--- src/rtl/tdm_tx_pkg.sv ---
// Shared constants and helpers for the TDM highway transmit serializer.
// Assumes 8-bit bytes, so the fine offset is always 3 bits wide.
package tdm_tx_pkg;
    localparam int BYTE_W    = 8;
    localparam int BIT_OFF_W = 3;

    // One launched highway state: data and enable for both outputs.
    typedef struct packed {
        logic a_d;
        logic a_oe;
        logic b_d;
        logic b_oe;
    } hwy_pins_t;

    // Selects the serial bit for a position within a slot, MSB first per byte.
    function automatic logic slot_bit(input logic [3:0] pos,
                                      input logic [BYTE_W-1:0] data,
                                      input logic [BYTE_W-1:0] sig);
        logic [2:0] idx;
        idx = 3'd7 - pos[2:0];
        return pos[3] ? sig[idx] : data[idx];
    endfunction
endpackage

--- src/rtl/tdm_edge_sel.sv ---
// Launch-edge detector: produces a one-cycle tick on the chosen edge of the
// highway bit clock. Assumes hw_clk_i is already synchronous to clk and that
// each of its phases lasts at least one clk cycle.
module tdm_edge_sel (
    input  logic clk,
    input  logic rst_n,
    input  logic hw_clk_i,
    input  logic rise_sel_i,
    output logic tick_o
);
    logic hw_q;

    // Keeps last cycle's highway clock level for edge detection.
    always_ff @(posedge clk) begin
        if (!rst_n) hw_q <= 1'b0;
        else        hw_q <= hw_clk_i;
    end

    // Picks the rising or falling transition as the launch tick.
    always_comb begin
        if (rise_sel_i) tick_o = hw_clk_i & ~hw_q;
        else            tick_o = ~hw_clk_i & hw_q;
    end
endmodule

--- src/rtl/tdm_frame_timer.sv ---
// Frame position timer: counts launch ticks since the last frame sync and
// maps the current tick to a frame bit, slot index and in-slot bit position.
// Assumes the counter is wide enough to hold maximum offset plus longest
// frame; it saturates so the idle state persists until the next sync.
module tdm_frame_timer #(
    parameter int NUM_SLOTS  = 32,
    parameter int BYTE_OFF_W = 7,
    parameter int SLOT_W     = 5,
    parameter int K_W        = 11
) (
    input  logic                                  clk,
    input  logic                                  rst_n,
    input  logic                                  tick_i,
    input  logic                                  fsync_i,
    input  logic                                  sig_mode_i,
    input  logic [BYTE_OFF_W-1:0]                 byte_off_i,
    input  logic [tdm_tx_pkg::BIT_OFF_W-1:0]      bit_off_i,
    output logic                                  active_o,
    output logic [SLOT_W-1:0]                     slot_o,
    output logic [3:0]                            bitpos_o
);
    localparam logic [K_W-1:0] K_MAX      = '1;
    localparam logic [K_W-1:0] FLEN_SHORT = K_W'(NUM_SLOTS * 8);
    localparam logic [K_W-1:0] FLEN_LONG  = K_W'(NUM_SLOTS * 16);

    logic [K_W-1:0] k_reg, k_now, start_pos, rel, flen;

    // Tick index for the current launch edge: zero on sync, else saturating increment.
    always_comb begin
        if (fsync_i)             k_now = '0;
        else if (k_reg == K_MAX) k_now = K_MAX;
        else                     k_now = k_reg + 1'b1;
    end

    // Holds the tick index of the last launch edge; idle (saturated) after reset.
    always_ff @(posedge clk) begin
        if (!rst_n)      k_reg <= K_MAX;
        else if (tick_i) k_reg <= k_now;
    end

    // Maps the tick index to the frame window, slot and bit position.
    always_comb begin
        start_pos = K_W'({byte_off_i, bit_off_i});
        flen      = sig_mode_i ? FLEN_LONG : FLEN_SHORT;
        rel       = k_now - start_pos;
        active_o  = (k_now >= start_pos) && (rel < flen);
        if (sig_mode_i) begin
            slot_o   = rel[SLOT_W+3:4];
            bitpos_o = rel[3:0];
        end else begin
            slot_o   = rel[SLOT_W+2:3];
            bitpos_o = {1'b0, rel[2:0]};
        end
    end

    // A sync with zero offsets must launch slot 0's MSB on the same edge.
    assert_zero_offset_start_R3: assert property (@(posedge clk) disable iff (!rst_n)
        (tick_i && fsync_i && byte_off_i == '0 && bit_off_i == '0)
        |-> (active_o && slot_o == '0 && bitpos_o == 4'd0));
endmodule

--- src/rtl/tdm_slot_driver.sv ---
// Slot driver: on each launch tick, picks the serial bit of the addressed
// slot, applies the per-slot enable and route masks and registers the
// highway pins. Assumes buf data is valid combinationally for slot_i.
module tdm_slot_driver #(
    parameter int NUM_SLOTS = 32,
    parameter int SLOT_W    = 5
) (
    input  logic                          clk,
    input  logic                          rst_n,
    input  logic                          tick_i,
    input  logic                          active_i,
    input  logic [SLOT_W-1:0]             slot_i,
    input  logic [3:0]                    bitpos_i,
    input  logic [NUM_SLOTS-1:0]          slot_en_i,
    input  logic [NUM_SLOTS-1:0]          hwy_sel_i,
    input  logic [tdm_tx_pkg::BYTE_W-1:0] data_i,
    input  logic [tdm_tx_pkg::BYTE_W-1:0] sig_i,
    output tdm_tx_pkg::hwy_pins_t         pins_o
);
    import tdm_tx_pkg::*;

    hwy_pins_t pins_next;
    logic      drive, to_b, bit_v;

    // Builds the next pin state from masks and the selected serial bit.
    always_comb begin
        drive          = active_i & slot_en_i[slot_i];
        to_b           = hwy_sel_i[slot_i];
        bit_v          = slot_bit(bitpos_i, data_i, sig_i);
        pins_next.a_oe = drive & ~to_b;
        pins_next.b_oe = drive & to_b;
        pins_next.a_d  = drive & ~to_b & bit_v;
        pins_next.b_d  = drive & to_b & bit_v;
    end

    // Registers the pins only on launch ticks.
    always_ff @(posedge clk) begin
        if (!rst_n)      pins_o <= '0;
        else if (tick_i) pins_o <= pins_next;
    end

    // Outside the frame window both highways are released.
    assert_idle_outside_frame_R9: assert property (@(posedge clk) disable iff (!rst_n)
        (tick_i && !active_i) |=> (!pins_o.a_oe && !pins_o.b_oe && !pins_o.a_d && !pins_o.b_d));
    // A masked-off slot drives neither highway.
    assert_masked_slot_floats_R7: assert property (@(posedge clk) disable iff (!rst_n)
        (tick_i && active_i && !slot_en_i[slot_i]) |=> (!pins_o.a_oe && !pins_o.b_oe));
    // The two highways are never enabled together.
    assert_single_highway_R8: assert property (@(posedge clk) disable iff (!rst_n)
        $onehot0({pins_o.a_oe, pins_o.b_oe}));
endmodule

--- src/rtl/tdm_hwy_tx.sv ---
// TDM highway transmit serializer top: ties launch-edge detection, frame
// position timing and slot driving together. Assumes hw_clk_i and
// frame_sync_i are synchronous to clk and that offsets suit the highway rate.
module tdm_hwy_tx #(
    parameter int NUM_SLOTS  = 32,
    parameter int BYTE_OFF_W = 7
) (
    input  logic                                  clk,
    input  logic                                  rst_n,
    input  logic                                  hw_clk_i,
    input  logic                                  frame_sync_i,
    input  logic                                  cfg_launch_rise_i,
    input  logic                                  cfg_sig_mode_i,
    input  logic [BYTE_OFF_W-1:0]                 cfg_byte_off_i,
    input  logic [tdm_tx_pkg::BIT_OFF_W-1:0]      cfg_bit_off_i,
    input  logic [NUM_SLOTS-1:0]                  cfg_slot_en_i,
    input  logic [NUM_SLOTS-1:0]                  cfg_hwy_sel_i,
    output logic [$clog2(NUM_SLOTS)-1:0]          buf_slot_o,
    input  logic [tdm_tx_pkg::BYTE_W-1:0]         buf_data_i,
    input  logic [tdm_tx_pkg::BYTE_W-1:0]         buf_sig_i,
    output logic                                  hwy_a_o,
    output logic                                  hwy_a_oe_o,
    output logic                                  hwy_b_o,
    output logic                                  hwy_b_oe_o
);
    import tdm_tx_pkg::*;

    localparam int SLOT_W   = $clog2(NUM_SLOTS);
    localparam int OFF_MAX  = (2**(BYTE_OFF_W + BIT_OFF_W)) - 1;
    localparam int FLEN_MAX = NUM_SLOTS * 16;
    localparam int K_W      = $clog2(OFF_MAX + FLEN_MAX + 1);

    logic              tick;
    logic              active;
    logic [SLOT_W-1:0] slot;
    logic [3:0]        bitpos;
    hwy_pins_t         pins;

    tdm_edge_sel u_edge (
        .clk        (clk),
        .rst_n      (rst_n),
        .hw_clk_i   (hw_clk_i),
        .rise_sel_i (cfg_launch_rise_i),
        .tick_o     (tick)
    );

    tdm_frame_timer #(
        .NUM_SLOTS  (NUM_SLOTS),
        .BYTE_OFF_W (BYTE_OFF_W),
        .SLOT_W     (SLOT_W),
        .K_W        (K_W)
    ) u_timer (
        .clk        (clk),
        .rst_n      (rst_n),
        .tick_i     (tick),
        .fsync_i    (frame_sync_i),
        .sig_mode_i (cfg_sig_mode_i),
        .byte_off_i (cfg_byte_off_i),
        .bit_off_i  (cfg_bit_off_i),
        .active_o   (active),
        .slot_o     (slot),
        .bitpos_o   (bitpos)
    );

    tdm_slot_driver #(
        .NUM_SLOTS (NUM_SLOTS),
        .SLOT_W    (SLOT_W)
    ) u_drv (
        .clk       (clk),
        .rst_n     (rst_n),
        .tick_i    (tick),
        .active_i  (active),
        .slot_i    (slot),
        .bitpos_i  (bitpos),
        .slot_en_i (cfg_slot_en_i),
        .hwy_sel_i (cfg_hwy_sel_i),
        .data_i    (buf_data_i),
        .sig_i     (buf_sig_i),
        .pins_o    (pins)
    );

    // Exposes the slot address and the registered highway pins.
    always_comb begin
        buf_slot_o = slot;
        hwy_a_o    = pins.a_d;
        hwy_a_oe_o = pins.a_oe;
        hwy_b_o    = pins.b_d;
        hwy_b_oe_o = pins.b_oe;
    end

    // Pins hold still unless a launch edge was seen in the previous cycle.
    assert_hold_between_ticks_R2: assert property (@(posedge clk) disable iff (!rst_n)
        !tick |=> $stable({hwy_a_o, hwy_a_oe_o, hwy_b_o, hwy_b_oe_o}));
endmodule

--- config.mk ---
export PLATFORM = sky130hd
export DESIGN_NAME = tdm_hwy_tx
export DESIGN_NICKNAME = d
export VERILOG_FILES = /design/src/rtl/tdm_tx_pkg.sv /design/src/rtl/tdm_edge_sel.sv /design/src/rtl/tdm_frame_timer.sv /design/src/rtl/tdm_slot_driver.sv /design/src/rtl/tdm_hwy_tx.sv
export SDC_FILE = /design/constraint.sdc
export NUM_CORES = 1
export LEC_CHECK = 0
export ABC_AREA = 1
export BUFFER_PORTS_ARGS = -buffer_cell sky130_fd_sc_hd__buf_4
export CAP_MARGIN = 0
export CORE_MARGIN = 3
export CORE_UTILIZATION = 53
export DETAILED_ROUTE_END_ITERATION = 6
export PLACE_DENSITY = 0.9
export SYNTH_ARGS = -nofsm -noshare
export SYNTH_HDL_FRONTEND = slang
export SYNTH_HIERARCHICAL = 1
export SYNTH_SLANG_ARGS = --single-unit
export TNS_END_PERCENT = 1
--- constraint.sdc ---
create_clock -name clk -period 4.9 [get_ports clk]
set_input_delay 0.49 -clock clk [delete_from_list [all_inputs] [get_ports clk]]
set_output_delay 0.49 -clock clk [all_outputs]
set_load 0.03 [all_outputs]
==> impl_metrics.py <==
metrics = {
    "detailed_routing": {
        "drc": 0,
        "drtPass1Iterations": 5,
        "routed_wl_mm": 7.33,
        "first_iter_violations": 215,
        "drtAntennaViolNets": 0,
        "dr_total_vias": 3112,
        "via_per_inst": 5.27,
        "wl_per_cell_um": 12.4,
    },
    "die": {
        "fp.dieH_um": 75.0,
        "die_width_um": 75.0,
        "num_rows": 24,
        "core_mm2": 0.00447,
        "initial_utilization": 0.564,
        "io_pins": 105,
        "dieArea_mm2": 0.00562,
    },
    "finish": {
        "largest_reg_flops": 11,
        "final_util": 0.738,
        "drive_gt1_frac": 0.250,
        "diodes": 0,
        "area_growth_pct": 31.0,
        "fin_nets": 649,
    },
    "place": {
        "pre_cts_ws_ns": 0.880,
        "io_buffers": 104,
        "gp_congestion": 0.963,
        "dpl.hpwl_mm": 6.07,
    },
    "yosys": {
        "netlist_area_mm2": 0.00252,
        "ys_seq_area_frac": 0.127,
        "synth_top_area_frac": 0.226,
        "syn_nets": 555,
        "syn_avg_cell_area_um2": 5.66,
        "ys_seq_elements": 16,
        "yosysWarnings": 6,
        "synth_area_leader_cell": "nand2_1",
        "synthCells": 446,
        "synth_edf_count": 0,
        "synthTopCellsByArea": "nand2_1, nand3_1, dfxtp_1, inv_1, ha_1",
        "async_flop_share": 0,
        "synth_flop_cell": "dfxtp_1",
        "synth.distinct_cells": 38,
    },
    "global_route": {
        "grt_antenna_before_repair": 0,
        "grt_pass1_wl_mm": 11.5,
        "grt_pass1_vias": 2693,
        "grt_util_all_layers": 0.255,
        "globalRoute.totalOverflow": 0,
        "grt_max_degree": 33,
    },
    "timing": {
        "finalSetupViolCount": 0,
        "timing.fmax_mhz": 247,
        "finalMaxSlewViolations": 0,
        "fin_skew_ns": 0.00116,
        "hold_violations": 0,
        "period_needed_ns": 4.04,
        "fin_hold_ws_ns": 0.432,
        "rsz0062_at_grt": "false",
        "tightest_slew_ns": 0.611,
        "slew_headroom": 0.590,
        "postLayoutSetupSlackWorst_ns": 0.858,
        "tns_ns": 0,
        "finalCritPeriodShare": 0.825,
    },
    "setup_path": {
        "critPathMaxFanout": 10,
        "rr_worst_depth": 24,
        "path_delay_family": "simple AND/OR/NAND/NOR gates",
        "rr_startpoint": "u_timer/k_reg[0]",
        "startpoint_type": "register",
        "critPathMostFrequentCell": "nand2_1",
        "crit_required_ns": 5.09,
        "cp_cell_sequence": "ha_1 > nand2_2 > nor2_8 > nand4_4 > nand2_1 > nand2_1 > ha_1 > inv_1 > fa_1 > nand2_1 > nand2_1 > nand2_1 > o21ai_1 > xor2_1 > nand2_1 > o21ai_1 > clkinv_1 > nand3_1 > nand3_1 > nand3_1 > nand2_1 > nor2_1 > nand3_1 > a21oi_1",
        "worstPathBufferInverterCount": 2,
        "regToRegSetupSlack_ns": 0.86,
        "critPathCaptureType": "register",
        "cp_slowest_cell": "clkinv_1",
        "rr_endpoint": "u_drv/pins_o[3]",
        "critPathKind": "register to register",
        "cp.arrival_ns": 4.23,
        "crit_path_max_incr_delay_ns": 0.41,
    },
    "clock_network": {
        "cts_hold_buffers": 0,
        "cts.clk_slew.worst_paths_ns": 0.06,
        "numCtsBuffers": 3,
        "cts_resized": 0,
        "htreeDepth": 1,
        "cts.sinks": 16,
        "clk_path_buf_depth": 2,
        "clk_latency_ns": 0.25,
        "post-cts-setup-buffers": 0,
        "clockRootBuffer": "clkbuf_8",
        "cts_tree": "done",
    },
    "pwr": {
        "power_leakage_nw": 1.89,
        "switching_share": 0.520,
        "vdd_drop_max_v": 0.000164,
        "p_seq_frac": 0.141,
        "p_per_area_mw_per_mm2": 321,
        "p_comb_frac": 0.746,
        "p_switching_uw": 551,
        "pwr-share-clk": 0.112,
        "p_int_uw": 508,
    },
    "hold_path": {
        "whs_path_depth": 3,
        "min-delay-start": "hw_clk_i",
        "hold_path.class": "primary input to register",
        "hold-path-endpoint": "u_edge/hw_q",
    },
    "run_status": {
        "status": "complete, no violations",
    },
    "flow_run": {
        "cap_violations": 0,
    },
}
-- routing by layer --
metal  vias to the layer above  track usage  routed length (µm)
met5                         -            0                   0
met4                         0       0.0534                  85
met3                        13       0.0387                 591
met2                       126        0.443                3540
met1                      1367        0.335                3110
li1                       1606            -                   -
-- final cells by class --
class	count	area (µm²)
repair buffers	106	796
well taps	52	65.1
fillers	407	1170
flip-flops and latches	16	320
clock buffers	4	55.1
inverters	70	273
multi-input cells	343	1790
-- metrics by stage --
stage	cell area [µm²]	instances	total power, mW
finish	3300	591	1.06
global route	3300	591	1.16
CTS	3300	591	1.06
detailed placement	3250	587	0.936
global placement	3250	587	0.926
floorplan	2520	446	0.789
-- cells by family after synthesis --
family / count (synthesis) / share of synthesized area
simple gates: 260 / 0.459
compound gates: 58 / 0.142
fa+ha+maj: 13 / 0.0675
xor+xnor: 12 / 0.0417
flops: 16 / 0.127
buf+inv: 87 / 0.163
-- synth_stat cells (all sizes together), types with 5 or more instances --
master / count
nand3b: 5
ha: 12
o21ai: 17
o211ai: 7
nor2: 25
a21oi: 31
dfxtp: 16
xor2: 9
nand2: 153
nand3: 72
buf: 15
inv: 69
-- power by group through the flow --
stage          Clock [mW]  Combinational (mW)  Sequential (mW)
6_report            0.119               0.791            0.150
5_1_grt             0.127               0.880            0.151
4_1_cts             0.122               0.788            0.149
3_5_place_dp            0               0.784            0.152
3_3_place_gp            0               0.774            0.152
2_1_floorplan           0               0.637            0.152
-- worst reg2reg max path, stage by stage, from the launching register on --
cell and delay, ns:
dfxtp_1 0.37, ha_1 0.21, nand2_2 0.13, nor2_8 0.15, nand4_4 0.21, nand2_1 0.11
nand2_1 0.08, ha_1 0.21, inv_1 0.09, fa_1 0.23, nand2_1 0.07, nand2_1 0.08
nand2_1 0.08, o21ai_1 0.16, xor2_1 0.20, nand2_1 0.07, o21ai_1 0.33, clkinv_1 0.41
nand3_1 0.20, nand3_1 0.09, nand3_1 0.10, nand2_1 0.06, nor2_1 0.12, nand3_1 0.09
a21oi_1 0.12
-- worst max-delay path by stage --
stage	startpoint	to	slack, ns	depth (start not counted)
after floorplan	u_timer/k_reg[0]	u_drv/pins_o[1]	0.98	21
after global placement	u_timer/k_reg[0]	u_drv/pins_o[1]	1.09	21
after detailed placement	u_timer/k_reg[0]	u_drv/pins_o[3]	0.88	19
after CTS	u_timer/k_reg[0]	u_drv/pins_o[3]	0.85	19
after global routing	u_timer/k_reg[0]	u_drv/pins_o[3]	0.39	24
final	u_timer/k_reg[0]	u_drv/pins_o[3]	0.86	24
-- placed cells by master (no fill, tap or decap), types with 4 or more instances in the layout --
cell      instances
ha_1             12
o211ai_1          6
clkbuf_8          4
nand2_1         152
dfxtp_1          16
inv_1            64
buf_4           106
nor2_1           20
nand3_1          70
nand3b_1          5
xor2_1            9
a21oi_2           6
o21ai_0           5
o21ai_1          10
a21oi_1          24
Note: power is estimated with default switching activity, not from simulation.
